### src/rtl/opaddr_pkg.sv
package opaddr_pkg;

    typedef enum logic [1:0] {
        AM_ZPAGE   = 2'd0,
        AM_INDEXED = 2'd1,
        AM_POINTER = 2'd2,
        AM_REGBANK = 2'd3
    } amode_e;

    typedef enum logic [2:0] {
        OP_RD_BYTE = 3'd0,
        OP_WR_BYTE = 3'd1,
        OP_RD_WORD = 3'd2,
        OP_WR_WORD = 3'd3,
        OP_BIT_SET = 3'd4,
        OP_BIT_CLR = 3'd5
    } acc_op_e;

    typedef enum logic [2:0] {
        S_IDLE,
        S_RD_A,
        S_RD_B,
        S_RD_LAT,
        S_MOD_WR,
        S_WR_A,
        S_WR_B,
        S_FIN
    } seq_state_e;

endpackage

### src/rtl/opaddr_ea_gen.sv
module opaddr_ea_gen
    import opaddr_pkg::*;
#(
    parameter int ADDR_W = 16,
    parameter int DATA_W = 8,
    parameter int RP_W   = 5,
    parameter int SEL_W  = 3,
    parameter logic [ADDR_W-DATA_W-1:0] ZPAGE_HI = '0,
    parameter logic [ADDR_W-DATA_W-1:0] RBANK_HI = 1
) (
    input  logic [1:0]        mode,
    input  logic [SEL_W-1:0]  opc_lo,
    input  logic [DATA_W-1:0] operand,
    input  logic [ADDR_W-1:0] ix,
    input  logic [ADDR_W-1:0] ep,
    input  logic [RP_W-1:0]   rp,
    output logic [ADDR_W-1:0] ea
);
    localparam int HI_W = ADDR_W - DATA_W;

    logic [ADDR_W-1:0] disp_ext;
    logic [DATA_W-1:0] slot_lo;

    assign disp_ext = {{HI_W{operand[DATA_W-1]}}, operand};
    assign slot_lo  = DATA_W'({rp, opc_lo});

    always_comb begin
        unique case (mode)
            AM_ZPAGE:   ea = {ZPAGE_HI, operand};
            AM_INDEXED: ea = ix + disp_ext;
            AM_POINTER: ea = ep;
            AM_REGBANK: ea = {RBANK_HI, slot_lo};
            default:    ea = ep;
        endcase
    end
endmodule

### src/rtl/opaddr_bit_mod.sv
module opaddr_bit_mod #(
    parameter int DATA_W = 8,
    localparam int POS_W = $clog2(DATA_W)
) (
    input  logic [DATA_W-1:0] din,
    input  logic [POS_W-1:0]  pos,
    input  logic              set_val,
    output logic [DATA_W-1:0] dout
);
    for (genvar i = 0; i < DATA_W; i++) begin : g_bit
        assign dout[i] = (pos == POS_W'(i)) ? set_val : din[i];
    end
endmodule

### src/rtl/opaddr_seq.sv
module opaddr_seq
    import opaddr_pkg::*;
#(
    parameter int ADDR_W = 16,
    parameter int DATA_W = 8,
    parameter int SEL_W  = 3,
    localparam int WORD_W = 2 * DATA_W
) (
    input  logic              clk,
    input  logic              rst_n,
    input  logic              req_valid,
    output logic              req_ready,
    input  logic [2:0]        req_op,
    input  logic [SEL_W-1:0]  req_opc_lo,
    input  logic [WORD_W-1:0] req_wdata,
    input  logic [ADDR_W-1:0] ea_in,
    input  logic [DATA_W-1:0] mod_byte,
    output logic [SEL_W-1:0]  bit_pos,
    output logic              bit_val,
    output logic [ADDR_W-1:0] mem_addr,
    output logic              mem_we,
    output logic [DATA_W-1:0] mem_wdata,
    input  logic [DATA_W-1:0] mem_rdata,
    output logic              done,
    output logic [WORD_W-1:0] rdata
);
    seq_state_e        state, state_nx;
    logic [ADDR_W-1:0] ea_q;
    logic [2:0]        op_q;
    logic [SEL_W-1:0]  pos_q;
    logic [WORD_W-1:0] wdata_q;
    logic [WORD_W-1:0] rd_q;
    logic              accept;
    logic              is_bit_op;

    assign accept    = req_valid && (state == S_IDLE);
    assign is_bit_op = (op_q == OP_BIT_SET) || (op_q == OP_BIT_CLR);

    // state register
    always_ff @(posedge clk) begin
        if (!rst_n) state <= S_IDLE;
        else        state <= state_nx;
    end

    // next-state logic
    always_comb begin
        state_nx = state;
        unique case (state)
            S_IDLE: begin
                if (req_valid) begin
                    if (req_op == OP_WR_BYTE || req_op == OP_WR_WORD) state_nx = S_WR_A;
                    else                                                 state_nx = S_RD_A;
                end
            end
            S_RD_A: begin
                if (op_q == OP_RD_WORD) state_nx = S_RD_B;
                else if (is_bit_op)     state_nx = S_MOD_WR;
                else                    state_nx = S_RD_LAT;
            end
            S_RD_B:   state_nx = S_RD_LAT;
            S_RD_LAT: state_nx = S_FIN;
            S_MOD_WR: state_nx = S_FIN;
            S_WR_A:   state_nx = (op_q == OP_WR_WORD) ? S_WR_B : S_FIN;
            S_WR_B:   state_nx = S_FIN;
            S_FIN:    state_nx = S_IDLE;
            default:  state_nx = S_IDLE;
        endcase
    end

    // request capture and read assembly
    always_ff @(posedge clk) begin
        if (!rst_n) begin
            ea_q    <= '0;
            op_q    <= '0;
            pos_q   <= '0;
            wdata_q <= '0;
            rd_q    <= '0;
        end else begin
            if (accept) begin
                ea_q    <= ea_in;
                op_q    <= req_op;
                pos_q   <= req_opc_lo;
                wdata_q <= req_wdata;
                rd_q    <= '0;
            end
            if (state == S_RD_B)                         rd_q[WORD_W-1:DATA_W] <= mem_rdata;
            if (state == S_RD_LAT || state == S_MOD_WR)  rd_q[DATA_W-1:0]      <= mem_rdata;
        end
    end

    // outputs
    always_comb begin
        req_ready = 1'b0;
        done      = 1'b0;
        mem_addr  = ea_q;
        mem_we    = 1'b0;
        mem_wdata = wdata_q[DATA_W-1:0];
        unique case (state)
            S_IDLE:   req_ready = 1'b1;
            S_RD_A:   mem_addr  = ea_q;
            S_RD_B:   mem_addr  = ea_q + ADDR_W'(1);
            S_RD_LAT: mem_addr  = ea_q;
            S_MOD_WR: begin
                mem_we    = 1'b1;
                mem_wdata = mod_byte;
            end
            S_WR_A: begin
                mem_we    = 1'b1;
                mem_wdata = (op_q == OP_WR_WORD) ? wdata_q[WORD_W-1:DATA_W]
                                                 : wdata_q[DATA_W-1:0];
            end
            S_WR_B: begin
                mem_we    = 1'b1;
                mem_addr  = ea_q + ADDR_W'(1);
                mem_wdata = wdata_q[DATA_W-1:0];
            end
            S_FIN:    done = 1'b1;
            default:  req_ready = 1'b0;
        endcase
    end

    assign rdata   = rd_q;
    assign bit_pos = pos_q;
    assign bit_val = (op_q == OP_BIT_SET);
endmodule

### src/rtl/opaddr_unit.sv
module opaddr_unit
    import opaddr_pkg::*;
#(
    parameter int ADDR_W = 16,
    parameter int DATA_W = 8,
    parameter int RP_W   = 5,
    parameter int SEL_W  = 3
) (
    input  logic                clk,
    input  logic                rst_n,
    input  logic                req_valid,
    output logic                req_ready,
    input  logic [1:0]          req_mode,
    input  logic [2:0]          req_op,
    input  logic [SEL_W-1:0]    req_opc_lo,
    input  logic [DATA_W-1:0]   req_operand,
    input  logic [ADDR_W-1:0]   req_ix,
    input  logic [ADDR_W-1:0]   req_ep,
    input  logic [RP_W-1:0]     req_rp,
    input  logic [2*DATA_W-1:0] req_wdata,
    output logic [ADDR_W-1:0]   mem_addr,
    output logic                mem_we,
    output logic [DATA_W-1:0]   mem_wdata,
    input  logic [DATA_W-1:0]   mem_rdata,
    output logic                done,
    output logic [2*DATA_W-1:0] rdata
);
    logic [ADDR_W-1:0] ea;
    logic [DATA_W-1:0] mod_byte;
    logic [SEL_W-1:0]  bit_pos;
    logic              bit_val;

    opaddr_ea_gen #(
        .ADDR_W(ADDR_W), .DATA_W(DATA_W), .RP_W(RP_W), .SEL_W(SEL_W)
    ) u_ea (
        .mode(req_mode), .opc_lo(req_opc_lo), .operand(req_operand),
        .ix(req_ix), .ep(req_ep), .rp(req_rp), .ea(ea)
    );

    opaddr_bit_mod #(.DATA_W(DATA_W)) u_bit (
        .din(mem_rdata), .pos(bit_pos), .set_val(bit_val), .dout(mod_byte)
    );

    opaddr_seq #(
        .ADDR_W(ADDR_W), .DATA_W(DATA_W), .SEL_W(SEL_W)
    ) u_seq (
        .clk(clk), .rst_n(rst_n),
        .req_valid(req_valid), .req_ready(req_ready),
        .req_op(req_op), .req_opc_lo(req_opc_lo), .req_wdata(req_wdata),
        .ea_in(ea), .mod_byte(mod_byte),
        .bit_pos(bit_pos), .bit_val(bit_val),
        .mem_addr(mem_addr), .mem_we(mem_we), .mem_wdata(mem_wdata),
        .mem_rdata(mem_rdata), .done(done), .rdata(rdata)
    );
endmodule

### config.mk
export PLATFORM = sky130hd
export DESIGN_NAME = opaddr_unit
export DESIGN_NICKNAME = d
export VERILOG_FILES = /design/src/rtl/opaddr_pkg.sv /design/src/rtl/opaddr_ea_gen.sv /design/src/rtl/opaddr_bit_mod.sv /design/src/rtl/opaddr_seq.sv /design/src/rtl/opaddr_unit.sv
export SDC_FILE = /design/constraint.sdc
export NUM_CORES = 1
export LEC_CHECK = 0
export BUFFER_PORTS_ARGS = -buffer_cell sky130_fd_sc_hd__buf_2
export CORE_MARGIN = 2
export CORE_UTILIZATION = 30
export CTS_BUF_LIST = sky130_fd_sc_hd__clkbuf_4
export DETAILED_ROUTE_END_ITERATION = 10
export GPL_TIMING_DRIVEN = 0
export SKIP_LAST_GASP = 1
export SYNTH_ARGS = -nofsm -noshare
export SYNTH_HDL_FRONTEND = slang
export SYNTH_SLANG_ARGS = --single-unit
### constraint.sdc
create_clock -name clk -period 2.62 [get_ports clk]
set_clock_uncertainty 0.15 [all_clocks]
set_input_delay 0.393 -clock clk [delete_from_list [all_inputs] [get_ports clk]]
set_output_delay 0.393 -clock clk [all_outputs]
set_load 0.01 [all_outputs]
==> reports/summary.txt, run 1 <==
Yosys warning count - 0
P per Cell Area - 510 nW/um^2
Placed Cells incl. Taps - 771
Number of cell rows - 41
Placed instance area - 4620 um^2
Layout filler cell count - 1322
Leakage power total - 2.03 nW
Peak supply drop - 0.000156 V
Unrepaired setup endpoints after global routing - true
Clock latency on the worst-skew pair - 0.40 ns
Number of failing setup endpoints in the final timing report - 0
Largest net degree at the start of global routing - 11
Post-synthesis instance area - 3800 um^2
CP Data Required Time - 2.08 ns
Flops & latches, synth - 57
Maximum fanout count along the critical path - 7
Share of the clock period used by the worst path - 0.958
Overall power consumption - 2.48 mW
Sequential fraction of the synthesis area - 0.300
Worst setup EP type - output pin
Final number of hold-violating endpoints - 0
Area of the placeable core - 12500 um^2
Buffers added on ports - 121
Initial DRT Pass Iterations - 4
Vias in the first global route - 3808
Synthesized area per cell - 7.94 um^2
Non-Filler Instances - 795
Wire length after detailed routing - 11.7 mm
Status - finished clean
Antenna Nets Post-Route - 0
Post-synth EDFFs - 0
Initial antenna violation count - 3
Endpoint arrival time on the critical path - 1.97 ns
Number of buffers on the longest clock path - 2
Maximum clock rate - 0.398 GHz
Post-DR wirelength/cell - 14.7 um
Clock edge transition at the registers on the reported setup and hold paths - 0.10 ns
Initial detailed-routing violation count - 158
Cells after Synth - 478
Height of the chip - 117 um
Count of pins on the block boundary - 123
Max-cap violation count - 0
Fraction of layout cells with a size suffix above 1 - 0.294
Via count - 3943
Max transition margin - 0.580
Clock tree sinks - 57
Starting Density - 0.305
Number of design rule violations left after detail routing - 0
First-pass GRT wire length - 18.5 mm
Total track usage - 0.174
Final weighted congestion in routability-driven placement - 0.861
Total die area - 13600 um^2
Hold-fix buffers, CTS - 0
Global route total overflow - 0
CP Launch Type - register
Transition at the pin with the smallest max-transition slack - 0.625 ns
Count of H-tree levels built during CTS - 3
HPWL after detailed placement - 9.35 mm
Synth Net Count - 575
Most used flip-flop cell after synthesis - sky130_fd_sc_hd__dfxtp_1
Die W - 117 um
Class of the most critical setup path - reg -> out
Number of distinct library cells after synthesis - 60
Area growth, synth to finish - 28.0%
Per-cell via count in the routed design - 4.96
Multi-input gate area in the final layout - 2570 um^2
Number of slew-limit violations in the final report - 0
Post-layout min period - 2.51 ns
Nets - 712
Type of the tightest min-delay check - in -> reg
Register cell area after layout - 1140 um^2
Finished layout cell area - 4860 um^2
Number of buffers created by CTS - 9
Buffer type at the clock tree root - sky130_fd_sc_hd__clkbuf_4
Share of async-settable or async-resettable flops after synthesis - 0
CTS tree - built
## state kept, by name, indices dropped and copies added, names as in the netlist
| register | flops |
|---|---|
| u_seq.wdata_q | 16 |
| u_seq.op_q | 3 |
| u_seq.rdata | 16 |
| u_seq.bit_pos | 3 |
| u_seq.state | 3 |
| u_seq.ea_q | 16 |
## logic make-up after synthesis
logic type / after synthesis / synth area share
mux: 15 / 0.0567
flops: 57 / 0.300
fa+ha+maj: 17 / 0.0580
simple gates: 194 / 0.241
compound gates: 134 / 0.244
buf+inv: 34 / 0.0376
xor+xnor: 27 / 0.0623
## repair_timing
action | in CTS | in global routing
setup buffers | 1 | 4
endpoints found under the setup margin | 17 | 15
pin swaps | 1 | 6
gates resized for setup | 7 | 14
## per-layer routing
metal  track usage  up-vias  share of wire  wire length (um)
li1              -     1984              -                 -
met1         0.220     1819           0.45              5300
met2         0.298      125           0.47              5490
met3        0.0348       15          0.063               734
met4        0.0571        0          0.015               171
met5             0        -              0                 0
## cell type report
class	count	share of cell area
Buffer	27	0.0257
Sequential cell	57	0.235
Timing Repair Buffer	126	0.132
Clock inverter	6	0.0121
Multi-Input combinational cell	387	0.528
Inverter	7	0.00540
Antenna cell	3	0.00154
Clock buffer	10	0.0154
Tap cell	172	0.0443
## Yosys cell counts, types with 2 or more instances
cell type                   count  area share
sky130_fd_sc_hd__a211oi_1       3      0.0059
sky130_fd_sc_hd__a21boi_0      35       0.069
sky130_fd_sc_hd__a21o_1         2      0.0040
sky130_fd_sc_hd__a21oi_1       22       0.029
sky130_fd_sc_hd__a22oi_1       15       0.030
sky130_fd_sc_hd__a31oi_1        3      0.0049
sky130_fd_sc_hd__and2_1         3      0.0049
sky130_fd_sc_hd__and2b_1        2      0.0040
sky130_fd_sc_hd__and3_1         5      0.0082
sky130_fd_sc_hd__buf_2          8       0.011
sky130_fd_sc_hd__clkbuf_1      16       0.016
sky130_fd_sc_hd__dfxtp_1       57        0.30
sky130_fd_sc_hd__ha_1          16       0.053
sky130_fd_sc_hd__inv_1          7      0.0069
sky130_fd_sc_hd__mux2_2         2      0.0059
sky130_fd_sc_hd__mux2i_1        8       0.021
sky130_fd_sc_hd__mux4_2         5       0.030
sky130_fd_sc_hd__nand2_1      102        0.10
sky130_fd_sc_hd__nand2b_1       3      0.0049
sky130_fd_sc_hd__nand3_1       22       0.029
sky130_fd_sc_hd__nand3b_1       4      0.0079
sky130_fd_sc_hd__nand4_1        3      0.0049
sky130_fd_sc_hd__nor2_1        13       0.013
sky130_fd_sc_hd__nor2b_1       13       0.021
sky130_fd_sc_hd__nor3_1        13       0.017
sky130_fd_sc_hd__nor3b_1        4      0.0079
sky130_fd_sc_hd__o2111ai_1      2      0.0046
sky130_fd_sc_hd__o211ai_1       6       0.012
sky130_fd_sc_hd__o21a_1         5      0.0099
sky130_fd_sc_hd__o21ai_0       24       0.032
sky130_fd_sc_hd__xnor2_1       22       0.051
sky130_fd_sc_hd__xor2_1         5       0.012
## critical path: stages, from the launching register on
cell                      delay, ns
sky130_fd_sc_hd__dfxtp_2       0.33
sky130_fd_sc_hd__buf_6         0.11
sky130_fd_sc_hd__and2b_2       0.19
sky130_fd_sc_hd__and3_1        0.23
sky130_fd_sc_hd__nand3_2       0.13
sky130_fd_sc_hd__nor2_4        0.17
sky130_fd_sc_hd__nand3_1       0.11
sky130_fd_sc_hd__xnor2_1       0.16
sky130_fd_sc_hd__buf_2         0.15
## stage by stage
| stage | setup WS, ns | hold slack, ns | utilization | TNS [ns] |
|---|---|---|---|---|
| 3_3_place_gp | 0.0775 | 0.304 | 0.370 | 0 |
| 6_report | 0.110 | 0.0865 | 0.390 | 0 |
| 5_1_grt | -0.0335 | 0.0762 | 0.390 | -0.0335 |
| 3_5_place_dp | 0.0599 | 0.313 | 0.370 | 0 |
| 4_1_cts | -0.0118 | 0.0734 | 0.384 | -0.0135 |
| 2_1_floorplan | 0.288 | 0.293 | - | 0 |
## report_power, final
part / total [mW] / switching [mW] / internal [mW]
Sequential: 1.00 / 0.0561 / 0.948
Clock: 0.635 / 0.340 / 0.295
Combinational: 0.841 / 0.476 / 0.365
Total: 2.48 / 0.872 / 1.61
## worst paths after layout
kind	from	endpoint	slack [ns]	cells after the start
worst min register to register	u_seq.wdata_q[7]$_SDFFE_PN0P_	u_seq.wdata_q[7]$_SDFFE_PN0P_	0.32	2
worst min-delay path	req_wdata[10]	u_seq.wdata_q[10]$_SDFFE_PN0P_	0.09	3
worst max register to register	u_seq.state[1]$_SDFFE_PN0P_	u_seq.wdata_q[13]$_SDFFE_PN0P_	0.49	9
worst max-delay path	u_seq.state[1]$_SDFFE_PN0P_	mem_addr[11]	0.11	8
## cells in the final DEF, fill, tap and decap left out, types with 4 or more instances in the layout
master / instances
sky130_fd_sc_hd__buf_2: 128
sky130_fd_sc_hd__nand2_1: 100
sky130_fd_sc_hd__dfxtp_1: 54
sky130_fd_sc_hd__a21boi_0: 35
sky130_fd_sc_hd__o21ai_0: 24
sky130_fd_sc_hd__a21oi_1: 22
sky130_fd_sc_hd__nand3_1: 21
sky130_fd_sc_hd__xnor2_1: 21
sky130_fd_sc_hd__clkbuf_1: 16
sky130_fd_sc_hd__ha_1: 16
sky130_fd_sc_hd__a22oi_1: 15
sky130_fd_sc_hd__nor2b_1: 13
sky130_fd_sc_hd__nor3_1: 12
sky130_fd_sc_hd__clkbuf_4: 11
sky130_fd_sc_hd__nor2_1: 10
sky130_fd_sc_hd__mux2i_1: 8
sky130_fd_sc_hd__inv_1: 7
sky130_fd_sc_hd__buf_4: 6
sky130_fd_sc_hd__o211ai_1: 6
sky130_fd_sc_hd__and3_1: 5
sky130_fd_sc_hd__xor2_1: 5
sky130_fd_sc_hd__o21a_1: 5
sky130_fd_sc_hd__mux4_2: 5
sky130_fd_sc_hd__nor3b_1: 4
sky130_fd_sc_hd__nand3b_1: 4
(Power assumes the default switching activity.)
==> run 2, diff against run 1 <==
--- a/config.mk
+++ b/config.mk
@@ -9,8 +9,10 @@
 export CORE_MARGIN = 2
 export CORE_UTILIZATION = 30
 export CTS_BUF_LIST = sky130_fd_sc_hd__clkbuf_4
+export CTS_CLUSTER_DIAMETER = 60
 export DETAILED_ROUTE_END_ITERATION = 10
 export GPL_TIMING_DRIVEN = 0
+export PLACE_DENSITY = 0.57
 export SKIP_LAST_GASP = 1
 export SYNTH_ARGS = -nofsm -noshare
 export SYNTH_HDL_FRONTEND = slang
==> reports/summary.txt, run 2 (synthesis results as in run 1) <==
Maximum clock rate - 0.385 GHz (-3.5%)
Height of the chip - 117 um (unchanged)
Sequential Power Share - 0.424 (+0.019)
Antenna Nets Post-Route - 0 (unchanged)
Worst setup EP type - output pin
Clock latency on the worst-skew pair - 0.41 ns (about the same)
Worst reg2reg path endpoint - u_seq.wdata_q[11]$_SDFFE_PN0P_
Via count - 3938 (-0.13%)
Post-layout min period - 2.60 ns (+0.0900 ns)
Commonest non-fill, non-tap cell in the layout - sky130_fd_sc_hd__buf_2
Cell depth of the worst flop-to-flop path - 7 (-2)
Antenna Cells - 0 (-3)
Placed instance area - 4620 um^2 (unchanged)
Number of buffers on the longest clock path - 2 (unchanged)
Post-DR wirelength/cell - 15.0 um (+2.0%)
Area growth, synth to finish - 27.6%
HPWL after detailed placement - 9.31 mm (-0.39%)
Final number of hold-violating endpoints - 0 (unchanged)
Peak supply drop - 0.000153 V (-2.1%)
Initial DRT Pass Iterations - 5 (+1)
Portion of total power attributed to combinational logic - 0.350 (+0.011)
Total track usage - 0.182 (+0.00751)
Number of buffers created by CTS - 9 (unchanged)
Vias in the first global route - 3924 (+3.0%)
Per-cell via count in the routed design - 4.98 (+0.38%)
Max-cap violation count - 0 (unchanged)
Wire length after detailed routing - 11.9 mm (+1.4%)
Count of H-tree levels built during CTS - 3 (unchanged)
CP Data Required Time - 2.08 ns (about the same)
Launching point of the worst reg2reg path - u_seq.state[1]$_SDFFE_PN0P_
Sum Neg Setup Slack - 0 ns (unchanged)
Number of design rule violations left after detail routing - 0 (unchanged)
Endpoint arrival time on the critical path - 2.06 ns (+0.09 ns)
Clock tree sinks - 57 (unchanged)
Internal Dissipation - 1.51 mW (-6.1%)
Share of the clock period used by the worst path - 0.992 (+0.0344)
Reg2Reg Setup Slack - 0.72 ns (+0.23 ns)
Initial antenna violation count - 0 (-3)
Clock edge transition at the registers on the reported setup and hold paths - 0.11 ns (about the same)
Final setup slack of the worst path - 0.0198 ns (-0.0900 ns)
Unrepaired setup endpoints after global routing - true
Relative contribution of the clock network to total power - 0.226 (-0.030)
Type of the tightest min-delay check - in -> reg
Number of cell rows - 41 (unchanged)
Fraction of layout cells with a size suffix above 1 - 0.297 (+0.00371)
Largest net degree at the start of global routing - 11 (unchanged)
Hold-fix buffers, CTS - 0 (unchanged)
Number of slew-limit violations in the final report - 0 (unchanged)
P per Cell Area - 491 nW/um^2 (-3.8%)
Leakage power total - 2.03 nW (about the same)
Transition at the pin with the smallest max-transition slack - 0.620 ns (-0.00571 ns)
Total die area - 13600 um^2 (unchanged)
Finished layout cell area - 4850 um^2 (-0.33%)
Commonest cells after routing, fill and taps aside - sky130_fd_sc_hd__buf_2, sky130_fd_sc_hd__nand2_1, sky130_fd_sc_hd__dfxtp_1, sky130_fd_sc_hd__a21boi_0, sky130_fd_sc_hd__o21ai_0
Class of the most critical setup path - reg -> out
Area of the placeable core - 12500 um^2 (unchanged)
Switching Power - 0.867 mW (-0.51%)
Max transition margin - 0.587 (+0.00660)
CP Launch Type - register
Count of pins on the block boundary - 123 (unchanged)
Starting Density - 0.305 (unchanged)
First-pass GRT wire length - 19.2 mm (+3.8%)
Buffers added on ports - 121 (unchanged)
Global route total overflow - 0 (unchanged)
Nets - 711 (-0.14%)
Worst hold margin - 0.0602 ns (-0.0263 ns)
Initial detailed-routing violation count - 155 (-1.9%)
Buffer type at the clock tree root - sky130_fd_sc_hd__clkbuf_4
CTS tree - built
Status - finished clean
Pre-CTS setup slack - 0.0352 ns (-0.0248 ns)
Worst Setup SP - u_seq.state[1]$_SDFFE_PN0P_
Final weighted congestion in routability-driven placement - 0.876 (+1.7%)
Die W - 117 um (unchanged)
Switching part of the total - 0.365 (+0.0134)
Endpoint of the worst setup timing path - mem_addr[9]
Overall power consumption - 2.38 mW (-4.2%)
Number of failing setup endpoints in the final timing report - 0 (unchanged)
Maximum fanout count along the critical path - 9 (+2)
## run 2: cell types whose count changed in the layout (fill, tap and decap cells not counted), sizes merged
cell and change:
diode -3, clkinv +2, clkinvlp -2, bufinv -1
## run 2: routing by layer
metal / track usage / vias to the layer above / part of all wire
met3: 0.0327 / 15 / 0.070
met5: 0 / - / 0
met2: 0.308 / 138 / 0.47
li1: - / 1980 / -
met4: 0.0595 / 0 / 0.011
met1: 0.234 / 1805 / 0.45
## run 2: what timing repair did
| item | 4_1_cts | 5_1_grt |
|---|---|---|
| buffers inserted | 2 | 2 |
| endpoints found under the setup margin | 16 | 13 |
| cloned | 0 | 0 |
| gates resized for setup | 9 | 19 |
| pin swaps | 1 | 5 |
## run 2: final cells by class
class	instances	area, um^2
clock inverter	5	22.5
multi-input combinational	387	2590
timing repair buffer	125	636
sequential	57	1150
clock buffer	11	82.6
fill	1326	7620
inverter	7	26.3
buffer	27	126
tap	172	215
## run 2: metrics by stage
stage / cells / utilization
after floorplan: 478 / -
after global placement: 771 / 0.370
after detailed placement: 771 / 0.370
after CTS: 789 / 0.383
after global routing: 791 / 0.389
final: 791 / 0.389
## run 2: how the worst min path moves through the flow
stage                                    from                              to  slack (ns)  cells past startpoint
6_report                         req_wdata[9]   u_seq.wdata_q[9]$_SDFFE_PN0P_        0.06                      3
5_1_grt                          req_wdata[9]   u_seq.wdata_q[9]$_SDFFE_PN0P_        0.05                      3
4_1_cts                          req_wdata[9]   u_seq.wdata_q[9]$_SDFFE_PN0P_        0.05                      3
3_5_place_dp   u_seq.wdata_q[14]$_SDFFE_PN0P_  u_seq.wdata_q[14]$_SDFFE_PN0P_        0.31                      2
3_3_place_gp   u_seq.wdata_q[13]$_SDFFE_PN0P_  u_seq.wdata_q[13]$_SDFFE_PN0P_        0.30                      2
2_1_floorplan   u_seq.wdata_q[0]$_SDFFE_PN0P_   u_seq.wdata_q[0]$_SDFFE_PN0P_        0.29                      2
## run 2: worst max-delay path, cell delays in order (launching register included)
cell and delay [ns]:
sky130_fd_sc_hd__dfxtp_2 0.33, sky130_fd_sc_hd__buf_6 0.12, sky130_fd_sc_hd__and2b_2 0.20, sky130_fd_sc_hd__and3_4 0.22, sky130_fd_sc_hd__nand3_4 0.09, sky130_fd_sc_hd__nor2_4 0.18
sky130_fd_sc_hd__buf_4 0.15, sky130_fd_sc_hd__xor2_1 0.20, sky130_fd_sc_hd__buf_2 0.17
## run 2: power groups by stage
stage / clock network (mW) / logic (mW) / registers, mW
after floorplan: 0 / 0.526 / 1.02
after global placement: 0 / 0.802 / 1.02
after detailed placement: 0 / 0.818 / 1.02
after CTS: 0.557 / 0.827 / 1.00
after global routing: 0.599 / 0.932 / 1.02
final: 0.538 / 0.831 / 1.01
